$ cat config.mk
export PLATFORM = sky130hd
export DESIGN_NAME = tri_add_unit
export DESIGN_NICKNAME = d
export VERILOG_FILES = /design/src/rtl/tri_add_pkg.sv /design/src/rtl/tri_add_csa.sv /design/src/rtl/tri_add_cpa.sv /design/src/rtl/tri_add_sel.sv /design/src/rtl/tri_add_unit.sv
export SDC_FILE = /design/constraint.sdc
export NUM_CORES = 1
export LEC_CHECK = 0
export ABC_AREA = 1
export BUFFER_PORTS_ARGS = -buffer_cell sky130_fd_sc_hd__buf_2
export CAP_MARGIN = 40
export CORE_MARGIN = 2
export CORE_UTILIZATION = 50
export DETAILED_ROUTE_END_ITERATION = 7
export GPL_TIMING_DRIVEN = 1
export PLACE_DENSITY = 0.78
export SKIP_CTS_REPAIR_TIMING = 1
export SLEW_MARGIN = 5
export SYNTH_ARGS = -nofsm -noshare
export SYNTH_HDL_FRONTEND = slang
export SYNTH_SLANG_ARGS = --single-unit
$ cat constraint.sdc
create_clock -name clk_i -period 0.9 [get_ports clk_i]
set_input_delay 0 -clock clk_i [delete_from_list [all_inputs] [get_ports clk_i]]
set_output_delay 0 -clock clk_i [all_outputs]
set_load 0.1 [all_outputs]
$ cat src/rtl/tri_add_pkg.sv
package tri_add_pkg;
  typedef enum logic {
    OP_SUM   = 1'b0,
    OP_CARRY = 1'b1
  } tri_op_e;
endpackage

$ cat src/rtl/tri_add_csa.sv
// 3:2 compressor: per-bit sum vector and carry vector (carry weight 2^(i+1)).
module tri_add_csa #(
  parameter int unsigned W = 64
) (
  input  logic [W-1:0] x_i,
  input  logic [W-1:0] y_i,
  input  logic [W-1:0] z_i,
  output logic [W-1:0] s_o,
  output logic [W-1:0] c_o
);
  for (genvar i = 0; i < W; i++) begin : g_fa
    assign s_o[i] = x_i[i] ^ y_i[i] ^ z_i[i];
    assign c_o[i] = (x_i[i] & y_i[i]) | (x_i[i] & z_i[i]) | (y_i[i] & z_i[i]);
  end
endmodule

$ cat src/rtl/tri_add_cpa.sv
// Carry-propagate stage: merges CSA vectors into the widened total.
module tri_add_cpa #(
  parameter int unsigned W  = 64,
  parameter int unsigned CW = 2
) (
  input  logic [W-1:0]    s_i,
  input  logic [W-1:0]    c_i,
  output logic [W+CW-1:0] total_o
);
  logic [W+CW-1:0] s_ext;
  logic [W+CW-1:0] c_ext;

  assign s_ext   = {{CW{1'b0}}, s_i};
  assign c_ext   = {{(CW-1){1'b0}}, c_i, 1'b0};
  assign total_o = s_ext + c_ext;
endmodule

$ cat src/rtl/tri_add_sel.sv
module tri_add_sel
  import tri_add_pkg::*;
#(
  parameter int unsigned W  = 64,
  parameter int unsigned CW = 2
) (
  input  tri_op_e         op_i,
  input  logic [W+CW-1:0] total_i,
  output logic [W-1:0]    res_o
);
  always_comb begin
    if (op_i == OP_CARRY) res_o = {{(W-CW){1'b0}}, total_i[W+CW-1:W]};
    else                  res_o = total_i[W-1:0];
  end
endmodule

$ cat src/rtl/tri_add_unit.sv
module tri_add_unit
  import tri_add_pkg::*;
#(
  parameter int unsigned DATA_W = 64
) (
  input  logic              clk_i,
  input  logic              rst_ni,
  input  logic              valid_i,
  input  logic              op_i,
  input  logic [DATA_W-1:0] opa_i,
  input  logic [DATA_W-1:0] opb_i,
  input  logic [DATA_W-1:0] opc_i,
  output logic              valid_o,
  output logic [DATA_W-1:0] result_o
);
  localparam int unsigned N_OPS   = 3;
  localparam int unsigned CARRY_W = $clog2(N_OPS);

  logic [DATA_W-1:0]         csa_s;
  logic [DATA_W-1:0]         csa_c;
  logic [DATA_W+CARRY_W-1:0] total;
  logic [DATA_W-1:0]         res_d;
  logic [DATA_W-1:0]         res_q;
  logic                      valid_q;

  tri_add_csa #(.W(DATA_W)) i_csa (
    .x_i(opa_i), .y_i(opb_i), .z_i(opc_i), .s_o(csa_s), .c_o(csa_c)
  );

  tri_add_cpa #(.W(DATA_W), .CW(CARRY_W)) i_cpa (
    .s_i(csa_s), .c_i(csa_c), .total_o(total)
  );

  tri_add_sel #(.W(DATA_W), .CW(CARRY_W)) i_sel (
    .op_i(tri_op_e'(op_i)), .total_i(total), .res_o(res_d)
  );

  always_ff @(posedge clk_i or negedge rst_ni) begin
    if (!rst_ni) begin
      valid_q <= 1'b0;
      res_q   <= '0;
    end else begin
      valid_q <= valid_i;
      if (valid_i) res_q <= res_d;
    end
  end

  assign valid_o  = valid_q;
  assign result_o = res_q;

  p_valid_rise_r5: assert property (@(posedge clk_i) disable iff (!rst_ni)
    valid_i |=> valid_o);
  p_valid_fall_r5: assert property (@(posedge clk_i) disable iff (!rst_ni)
    !valid_i |=> !valid_o);
  p_hold_idle_r6: assert property (@(posedge clk_i) disable iff (!rst_ni)
    !valid_i |=> $stable(result_o));
  p_carry_upper_zero_r2: assert property (@(posedge clk_i) disable iff (!rst_ni)
    (valid_i && op_i == OP_CARRY) |=> result_o[DATA_W-1:CARRY_W] == '0);
  p_carry_max_two_r3: assert property (@(posedge clk_i) disable iff (!rst_ni)
    (valid_i && op_i == OP_CARRY) |=> result_o[CARRY_W-1:0] != 2'b11);
  p_carry_bit_r4: assert property (@(posedge clk_i) disable iff (!rst_ni)
    (valid_i && op_i == OP_CARRY && opc_i == '0) |=> !result_o[1]);
  p_sum_zero_r1: assert property (@(posedge clk_i) disable iff (!rst_ni)
    (valid_i && op_i == OP_SUM && opa_i == '0 && opb_i == '0 && opc_i == '0)
    |=> result_o == '0);
endmodule

==> out/qor.csv, run 1 <==
stage,metric,value,unit
logic_synthesis,yosys warns,0,
logic_synthesis,synth top area cells,"nand2_1 23%, dfrtp_1 18%, fa_1 15%",
logic_synthesis,syn_area_per_cell,6.30,µm²
logic_synthesis,register area share after synthesis,18.4,%
logic_synthesis,syn nets,1725,
placed_design,I/O Buffers,260,
logic_synthesis,Gate Count Post-Synth,1401,
global_routing,largest net degree at the start of global routing,66,
logic_synthesis,Synth top area share,23.2,%
placed_design,DP Cell Count,2043,
floorplanning,Chip Height,137,µm
outcome,first error,[ERROR GRT-0232] Routing congestion too high. Check the congestion heatmap in the GUI.,
outcome,status,did not finish,
floorplanning,Initial Utilization,51.0,%
clocking,Clock Tree Root,clkbuf_16,
clocking,CTS HTree Levels,3,
global_routing,GRT Total Usage,70.8,%
sta,worst_ep grt,result_o[29]$_DFFE_PN0P_/D,
placed_design,HPWL Detailed,29.6,mm
floorplanning,die width,137,µm
placed_design,GP Congestion,0.993,
placed_design,pre-CTS setup slack,-1540,ps
sta,WEP type,register data pin,
clocking,Num CTS Buffers,9,
logic_synthesis,Yosys top cell by area,nand2_1,
clocking,CTS max path bufs,2,
floorplanning,I/O pins,261,
logic_synthesis,Synth Cell Area,8820,µm²
global_routing,total gr overflow,62,
logic_synthesis,"FF+latch count, synth",65,
outcome,Halt Stage,global routing (5_1_grt),
clocking,CTS Sinks,65,
logic_synthesis,post-synth cell types,32,
floorplanning,Cell Rows,48,
## cell usage after synthesis
master	instances
o31ai_1	3
fa_1	65
a21oi_2	2
nand3_2	2
inv_1	215
clkbuf_1	7
a21oi_1	94
buf_2	4
nor2_4	1
nand3_1	70
o21bai_1	13
nand2_2	13
nor2_2	4
ha_1	63
a32o_1	4
a21boi_0	1
nand3b_1	8
a22o_1	1
o21ai_1	11
or2_2	5
or2_1	3
o21ai_0	52
clkinv_1	2
nor2_1	123
buf_4	1
nor4_1	1
nor3_1	12
xnor2_1	3
dfrtp_1	65
nand4_1	4
nand2_1	546
nor3_2	3
## per-layer routing
| layer | GRT usage (%) | GRT overflow |
|---|---|---|
| met5 | 17.5 | 2 |
| met4 | 72.0 | 27 |
| met3 | 51.2 | 3 |
| met2 | 91.7 | 30 |
| met1 | 69.5 | 0 |
## cell families after synthesis
logic type | synth area share [%]
simple gates | 36.6
buf+inv | 9.84
compound gates | 11.1
fa+ha+maj | 23.7
flops | 18.4
xor+xnor | 0.298
## metrics by stage
| step | instance area [µm²] | hold slack [ps] |
|---|---|---|
| 3_5_place_dp | 13600 | 64.4 |
| 3_3_place_gp | 13600 | 54.8 |
| 2_1_floorplan | 9700 | -296 |
| 4_1_cts | 13800 | -290 |
==> inputs of run 2 (changes only) <==
- CORE_UTILIZATION: 50 -> 35
- PLACE_DENSITY: 0.78 -> not set
- PLACE_DENSITY_LB_ADDON: not set -> 0.15
==> run 2 against run 1 <==
The flow now finishes, with violations (setup timing). Area after synthesis unchanged. Synthesized cell count unchanged.
==> out/qor.csv, run 2 <==
stage,metric,value,unit
power_and_ir_drop,Flop pwr share,12.8,%
worst_setup_path,Worst setup startpoint,opc_i[9],
logic_synthesis,Synth top cells by count,"546 x nand2_1, 215 x inv_1, 123 x nor2_1",
global_routing,initial antenna violation count,0,
final_layout,fill count,2075,
final_layout,layout cells sized above 1,56.1,%
logic_synthesis,Synth Cell Area,8820,µm²
worst_setup_path,reg2reg path depth,3,
logic_synthesis,syn_area_per_cell,6.30,µm²
clocking,CTS Sinks,65,
placed_design,HPWL Detailed,29.5,mm
placed_design,GP Congestion,0.910,
global_routing,met1 GRT Util,37.6,%
worst_setup_path,CP endpoint kind,register,
run,# Max-Cap Violations,0,
logic_synthesis,"Primary FF master, synth",dfrtp_1,
floorplanning,Chip Height,163,µm
floorplanning,Cell Rows,58,
final_layout,register area,1630,µm²
global_routing,gr busiest metal,met2,
power_and_ir_drop,Cell Int Power,16000,µW
global_routing,global-route wire length before repair,54.0,mm
placed_design,DP Cell Count,2161,
sta,Slew @ Worst Pin,433,ps
logic_synthesis,syn nets,1725,
sta,Max Slew Vio Count,0,
sta,RSZ-0062 raised after global routing,true,
detailed_routing,Vias per Instance,4.91,
worst_hold_path,Hold EP,result_o[9],
final_layout,Multi-input gate area,9350,µm²
detailed_routing,Wirelength per Cell,17.0,µm
global_routing,GRT Total Usage,26.7,%
floorplanning,I/O pins,261,
clocking,Clock Tree Root,clkbuf_16,
placed_design,I/O Buffers,260,
sta,Rel. slew slack,71.1,%
worst_hold_path,Min-Delay Path Class,in2reg,
logic_synthesis,yosys warns,0,
logic_synthesis,"FF+latch count, synth",65,
worst_setup_path,startpoint types,input pin,
worst_setup_path,CP Class,in2reg,
sta,Finish-stage setup viols,129,
floorplanning,die width,163,µm
global_routing,vias in the first global route,10100,
final_layout,Nets,2206,
detailed_routing,DRC viols,0,
logic_synthesis,register area share after synthesis,18.4,%
final_layout,ANT cells,0,
clocking,CTS max path bufs,2,
outcome,status,"finished, violations left",
worst_setup_path,Worst R2R Start,result_o[9],
logic_synthesis,most frequent cell after synthesis,nand2_1,
floorplanning,Initial Utilization,35.3,%
logic_synthesis,synth top area cells,"nand2_1 23%, dfrtp_1 18%, fa_1 15%",
worst_setup_path,Worst EP required,1210,ps
clocking,Num CTS Buffers,9,
logic_synthesis,fraction of registers with async set/reset,100,%
detailed_routing,total vias in the final route,10900,
sta,fin crit share,218,%
logic_synthesis,Synth top area share,23.2,%
clocking,clock slew at reported path FFs,70,ps
power_and_ir_drop,combinational share of power,76.7,%
sta,Layout Skew,0,ps
sta,maximum clock rate,510,MHz
global_routing,met3 Use GR,2.88,%
worst_setup_path,crit-path max FO,4,
global_routing,global-route met2 utilization,43.5,%
outcome,failing checks,setup timing,
detailed_routing,initial DRC count,482,
global_routing,total gr overflow,0,
clocking,CTS tree,done,
final_layout,"most common cell after layout, fill and taps aside",nand2_1,
floorplanning,die footprint,26500,µm²
final_layout,synthesis-to-layout area growth,90.8,%
power_and_ir_drop,clock network power share,10.6,%
power_and_ir_drop,Switching Share,52.3,%
power_and_ir_drop,Lkg Pwr,0.00814,µW
detailed_routing,"antenna viol nets, final",0,
clocking,CTS HTree Levels,3,
logic_synthesis,number of synthesized flops with an enable pin,0,
detailed_routing,final WL,37.7,mm
sta,Final Critical Period,1960,ps
logic_synthesis,Yosys top cell by area,nand2_1,
sta,Worst Hold Slack,10.3,ps
final_layout,max reg flops,64,
worst_hold_path,worst hold path depth,3,
final_layout,most frequent cells in the layout,"350 x nand2_1, 175 x buf_4, 169 x buf_2, 165 x inv_1, 131 x nand2_2",
final_layout,final core utilization,67.4,%
worst_setup_path,Worst R2R Setup Slack,90,ps
global_routing,largest net degree at the start of global routing,66,
final_layout,final std cells w/o fill,2216,
detailed_routing,TritonRoute pass-1 iters,5,
worst_hold_path,Worst Hold Launch,op_i,
power_and_ir_drop,Cell Pwr Density,1990,nW/µm²
logic_synthesis,Gate Count Post-Synth,1401,
worst_setup_path,r2r endpoint,result_o[9],
sta,Final Hold Vio Count,0,
clocking,"Clk Latency, worst-skew pair",350,ps
power_and_ir_drop,peak supply drop,1190,µV
logic_synthesis,post-synth cell types,32,
worst_setup_path,Worst EP arrival,2270,ps
floorplanning,total core area,25000,µm²
power_and_ir_drop,Sw Pwr,17500,µW
sta,post-route setup slack,-1060,ps
-- run 2: layer usage --
layer	vias to the layer above	share of wire (%)
li1	5352	-
met1	5156	45
met2	319	47
met3	48	5.0
met4	0	2.5
met5	-	0
-- run 2: area by class of cell --
class / count / share of cell area (%)
Multi-Input combinational cell: 1107 / 55.6
Timing Repair Buffer: 482 / 25.7
Sequential cell: 65 / 9.70
Inverter: 217 / 4.97
Tap cell: 330 / 2.45
Clock buffer: 9 / 1.34
Clock inverter: 6 / 0.260
-- run 2: power by group through the flow --
stage | Sequential [µW] | Clock, µW | Combinational [µW]
finish | 4280 | 3550 | 25700
global route | 4340 | 3680 | 27200
CTS | 4290 | 3590 | 20700
detailed placement | 4320 | 0 | 20600
global placement | 4320 | 0 | 20500
floorplan | 8370 | 0 | 7880
-- run 2: through the flow --
| stage | TNS, ps | worst slack [ps] | total power, µW | area [µm²] |
|---|---|---|---|---|
| detailed placement | -84210 | -1510 | 25000 | 13800 |
| CTS | -65110 | -1140 | 28600 | 14000 |
| global route | -65710 | -1140 | 35300 | 16800 |
| floorplan | -55180 | -1100 | 16300 | 9700 |
| finish | -59200 | -1060 | 33500 | 16800 |
| global placement | -83120 | -1520 | 24800 | 13800 |
-- run 2: logic make-up (layout without fill, tap and decap cells) --
group,after synthesis,after routing,synth area share (%)
buffers and inverters,229,714,9.84
and+or+nand+nor,795,795,36.6
adders and majority gates,128,128,23.7
DFF,65,65,18.4
xor gates and xnor gates,3,3,0.298
AOI/OAI and AO/OA,181,181,11.1
-- run 2: worst max-delay path: stages --
cell and delay, ps:
buf_6 100, fa_1 570, ha_4 230, nand2_4 100
inv_4 50, a21oi_4 220, nor2_4 60, buf_6 110
o21bai_1 170, nand3_2 220, buf_6 190, a21oi_2 130
o21ai_2 60, nand2_1 50
-- run 2: how the worst max path moves through the flow --
| stage | end | slack (ps) |
|---|---|---|
| 2_1_floorplan | result_o[29] | -1100 |
| 3_3_place_gp | result_o[52] | -1520 |
| 3_5_place_dp | result_o[52] | -1510 |
| 4_1_cts | result_o[52] | -1140 |
| 5_1_grt | result_o[0] | -1140 |
| 6_report | result_o[22] | -1060 |
Power figures use the tool's default switching activity.
==> inputs of run 3 (changes only) <==
- PLACE_DENSITY: not set -> 0.64
- PLACE_DENSITY_LB_ADDON: 0.15 -> not set
==> run 3 against run 2 <==
The run still ends with setup timing left. Clock-buffer cell count unchanged. Critical endpoint is now result_o[0]. Flip-flop and latch count unchanged. Register-to-register slack worse by 90 ps. Clock skew unchanged. Fmax up 0.35%. Non-clock buffer count down 3. Design area down 2.6%.
==> out/qor.csv, run 3 (synthesized netlist as in run 2, its figures left out) <==
stage,metric,value,unit
worst_setup_path,crit-path max cell delay,540,ps
placed_design,placed inst area,13600,µm²
power_and_ir_drop,combinational share of power,74.9,%
clocking,CTS tree,done,
run,# Max-Cap Violations,0,
worst_setup_path,crit-path max FO,3,
worst_hold_path,Min-Delay Path Class,in2reg,
final_layout,most frequent cells in the layout,"372 x nand2_1, 186 x buf_4, 183 x inv_1, 179 x buf_2, 127 x nand2_2",
final_layout,Nets,2203,
clocking,CTS max path bufs,2,
final_layout,layout cells sized above 1,52.8,%
floorplanning,Cell Rows,58,
sta,fin crit share,217,%
detailed_routing,total vias in the final route,11000,
detailed_routing,"antenna viol nets, final",0,
sta,Slew @ Worst Pin,394,ps
placed_design,GP Congestion,0.937,
detailed_routing,initial DRC count,635,
power_and_ir_drop,Sw Pwr,17000,µW
power_and_ir_drop,Flop pwr share,12.9,%
sta,Finish-stage setup viols,129,
clocking,"Clk Latency, worst-skew pair",340,ps
sta,Final Hold Vio Count,0,
sta,Max Slew Vio Count,0,
detailed_routing,Wirelength per Cell,16.9,µm
worst_setup_path,startpoint types,input pin,
worst_setup_path,Worst EP required,1140,ps
power_and_ir_drop,Switching Share,51.2,%
final_layout,synthesis-to-layout area growth,85.9,%
sta,RSZ-0062 raised after global routing,true,
floorplanning,total core area,25000,µm²
global_routing,GRT Total Usage,25.9,%
final_layout,max reg flops,64,
worst_setup_path,Worst EP arrival,2200,ps
sta,Rel. slew slack,73.5,%
detailed_routing,final WL,37.3,mm
global_routing,vias in the first global route,10200,
final_layout,Finished Cell Area,16400,µm²
final_layout,ANT cells,0,
clocking,clock slew at reported path FFs,60,ps
detailed_routing,TritonRoute pass-1 iters,6,
power_and_ir_drop,Cell Pwr Density,2030,nW/µm²
power_and_ir_drop,Cell Int Power,16200,µW
worst_setup_path,CP max-delay cell,fa_1,
floorplanning,Initial Utilization,35.3,%
power_and_ir_drop,peak supply drop,1320,µV
floorplanning,die width,163,µm
worst_setup_path,CP endpoint kind,register,
detailed_routing,Vias per Instance,4.97,
clocking,Num CTS Buffers,9,
placed_design,I/O Buffers,260,
sta,maximum clock rate,512,MHz
sta,Layout Skew,0,ps
power_and_ir_drop,Lkg Pwr,0.00799,µW
outcome,failing checks,setup timing,
worst_setup_path,CP Class,in2reg,
global_routing,total gr overflow,0,
outcome,status,"finished, violations left",
floorplanning,die footprint,26500,µm²
power_and_ir_drop,clock network power share,12.2,%
clocking,CTS Sinks,65,
clocking,CTS HTree Levels,3,
worst_setup_path,CP Cell Sequence,buf_6 > fa_1 > ha_4 > buf_6 > nand2_4 > inv_4 > nand2_4 > nor3_4 > nand2_4 > nor3_4 > nand2_1 > nand3_1 > nand3_1 > nand2_1 > nand2_1,
final_layout,"most common cell after layout, fill and taps aside",nand2_1,
sta,Final Critical Period,1950,ps
global_routing,largest net degree at the start of global routing,49,
floorplanning,I/O pins,261,
placed_design,HPWL Detailed,29.8,mm
detailed_routing,DRC viols,0,
floorplanning,Chip Height,163,µm
sta,post-route setup slack,-1050,ps
sta,Worst Hold Slack,25.4,ps
global_routing,global-route wire length before repair,52.9,mm
global_routing,initial antenna violation count,0,
clocking,Clock Tree Root,clkbuf_16,
## run 3: power groups by stage
stage | sequential, µW | clock, µW | combinational (µW)
final | 4290 | 4070 | 24900
after global routing | 4360 | 4210 | 26300
after CTS | 4300 | 4090 | 20400
after detailed placement | 4340 | 0 | 20300
after global placement | 4340 | 0 | 20100
after floorplan | 8370 | 0 | 7880
## run 3: critical path, delay by kind of cell
family	cells	cell delay, ps
adder cells (fa/ha/maj)	2	850
buffers and inverters	3	260
AND/OR/NAND/NOR	10	1090
## run 3: worst paths after layout
kind / start / to / slack (ps) / cells after the start
hold reg to reg: result_o[0] / result_o[0] / 540 / 2
setup / recovery: opc_i[42] / result_o[0] / -1050 / 15
setup reg to reg: result_o[16] / result_o[16] / 0 / 2
hold / removal: op_i / result_o[7] / 30 / 3
max in group asynchronous: rst_ni / result_o[45] / 410 / 3
min in group asynchronous: rst_ni / result_o[50] / 180 / 3
## run 3: per-layer routing
metal  vias to the layer above  GRT usage, %  wire length, µm
li1                       5346             -                -
met1                      5181          36.1            16300
met2                       400          42.1            17600
met3                        86          3.08             2030
met4                         0          7.80             1360
met5                         -             0                0
## run 3: final cells by class
cell class	count	area, µm²
sequential	65	1630
fill	2109	8570
clock buffer	9	225
multi-input combinational	1107	8990
clock inverter	7	101
inverter	217	837
tap	330	413
timing repair buffer	479	4200
## run 3: through the flow
stage               utilization (%)  worst slack [ps]  power [µW]  setup TNS [ps]  std cells
floorplan                         -             -1100       16300          -55180       1401
global placement               54.7             -1530       24500          -82460       2144
detailed placement             54.7             -1560       24600          -84120       2144
CTS                            56.0             -1180       28800          -65030       2160
global route                   65.7             -1160       34900          -68100       2214
finish                         65.7             -1050       33200          -61460       2214
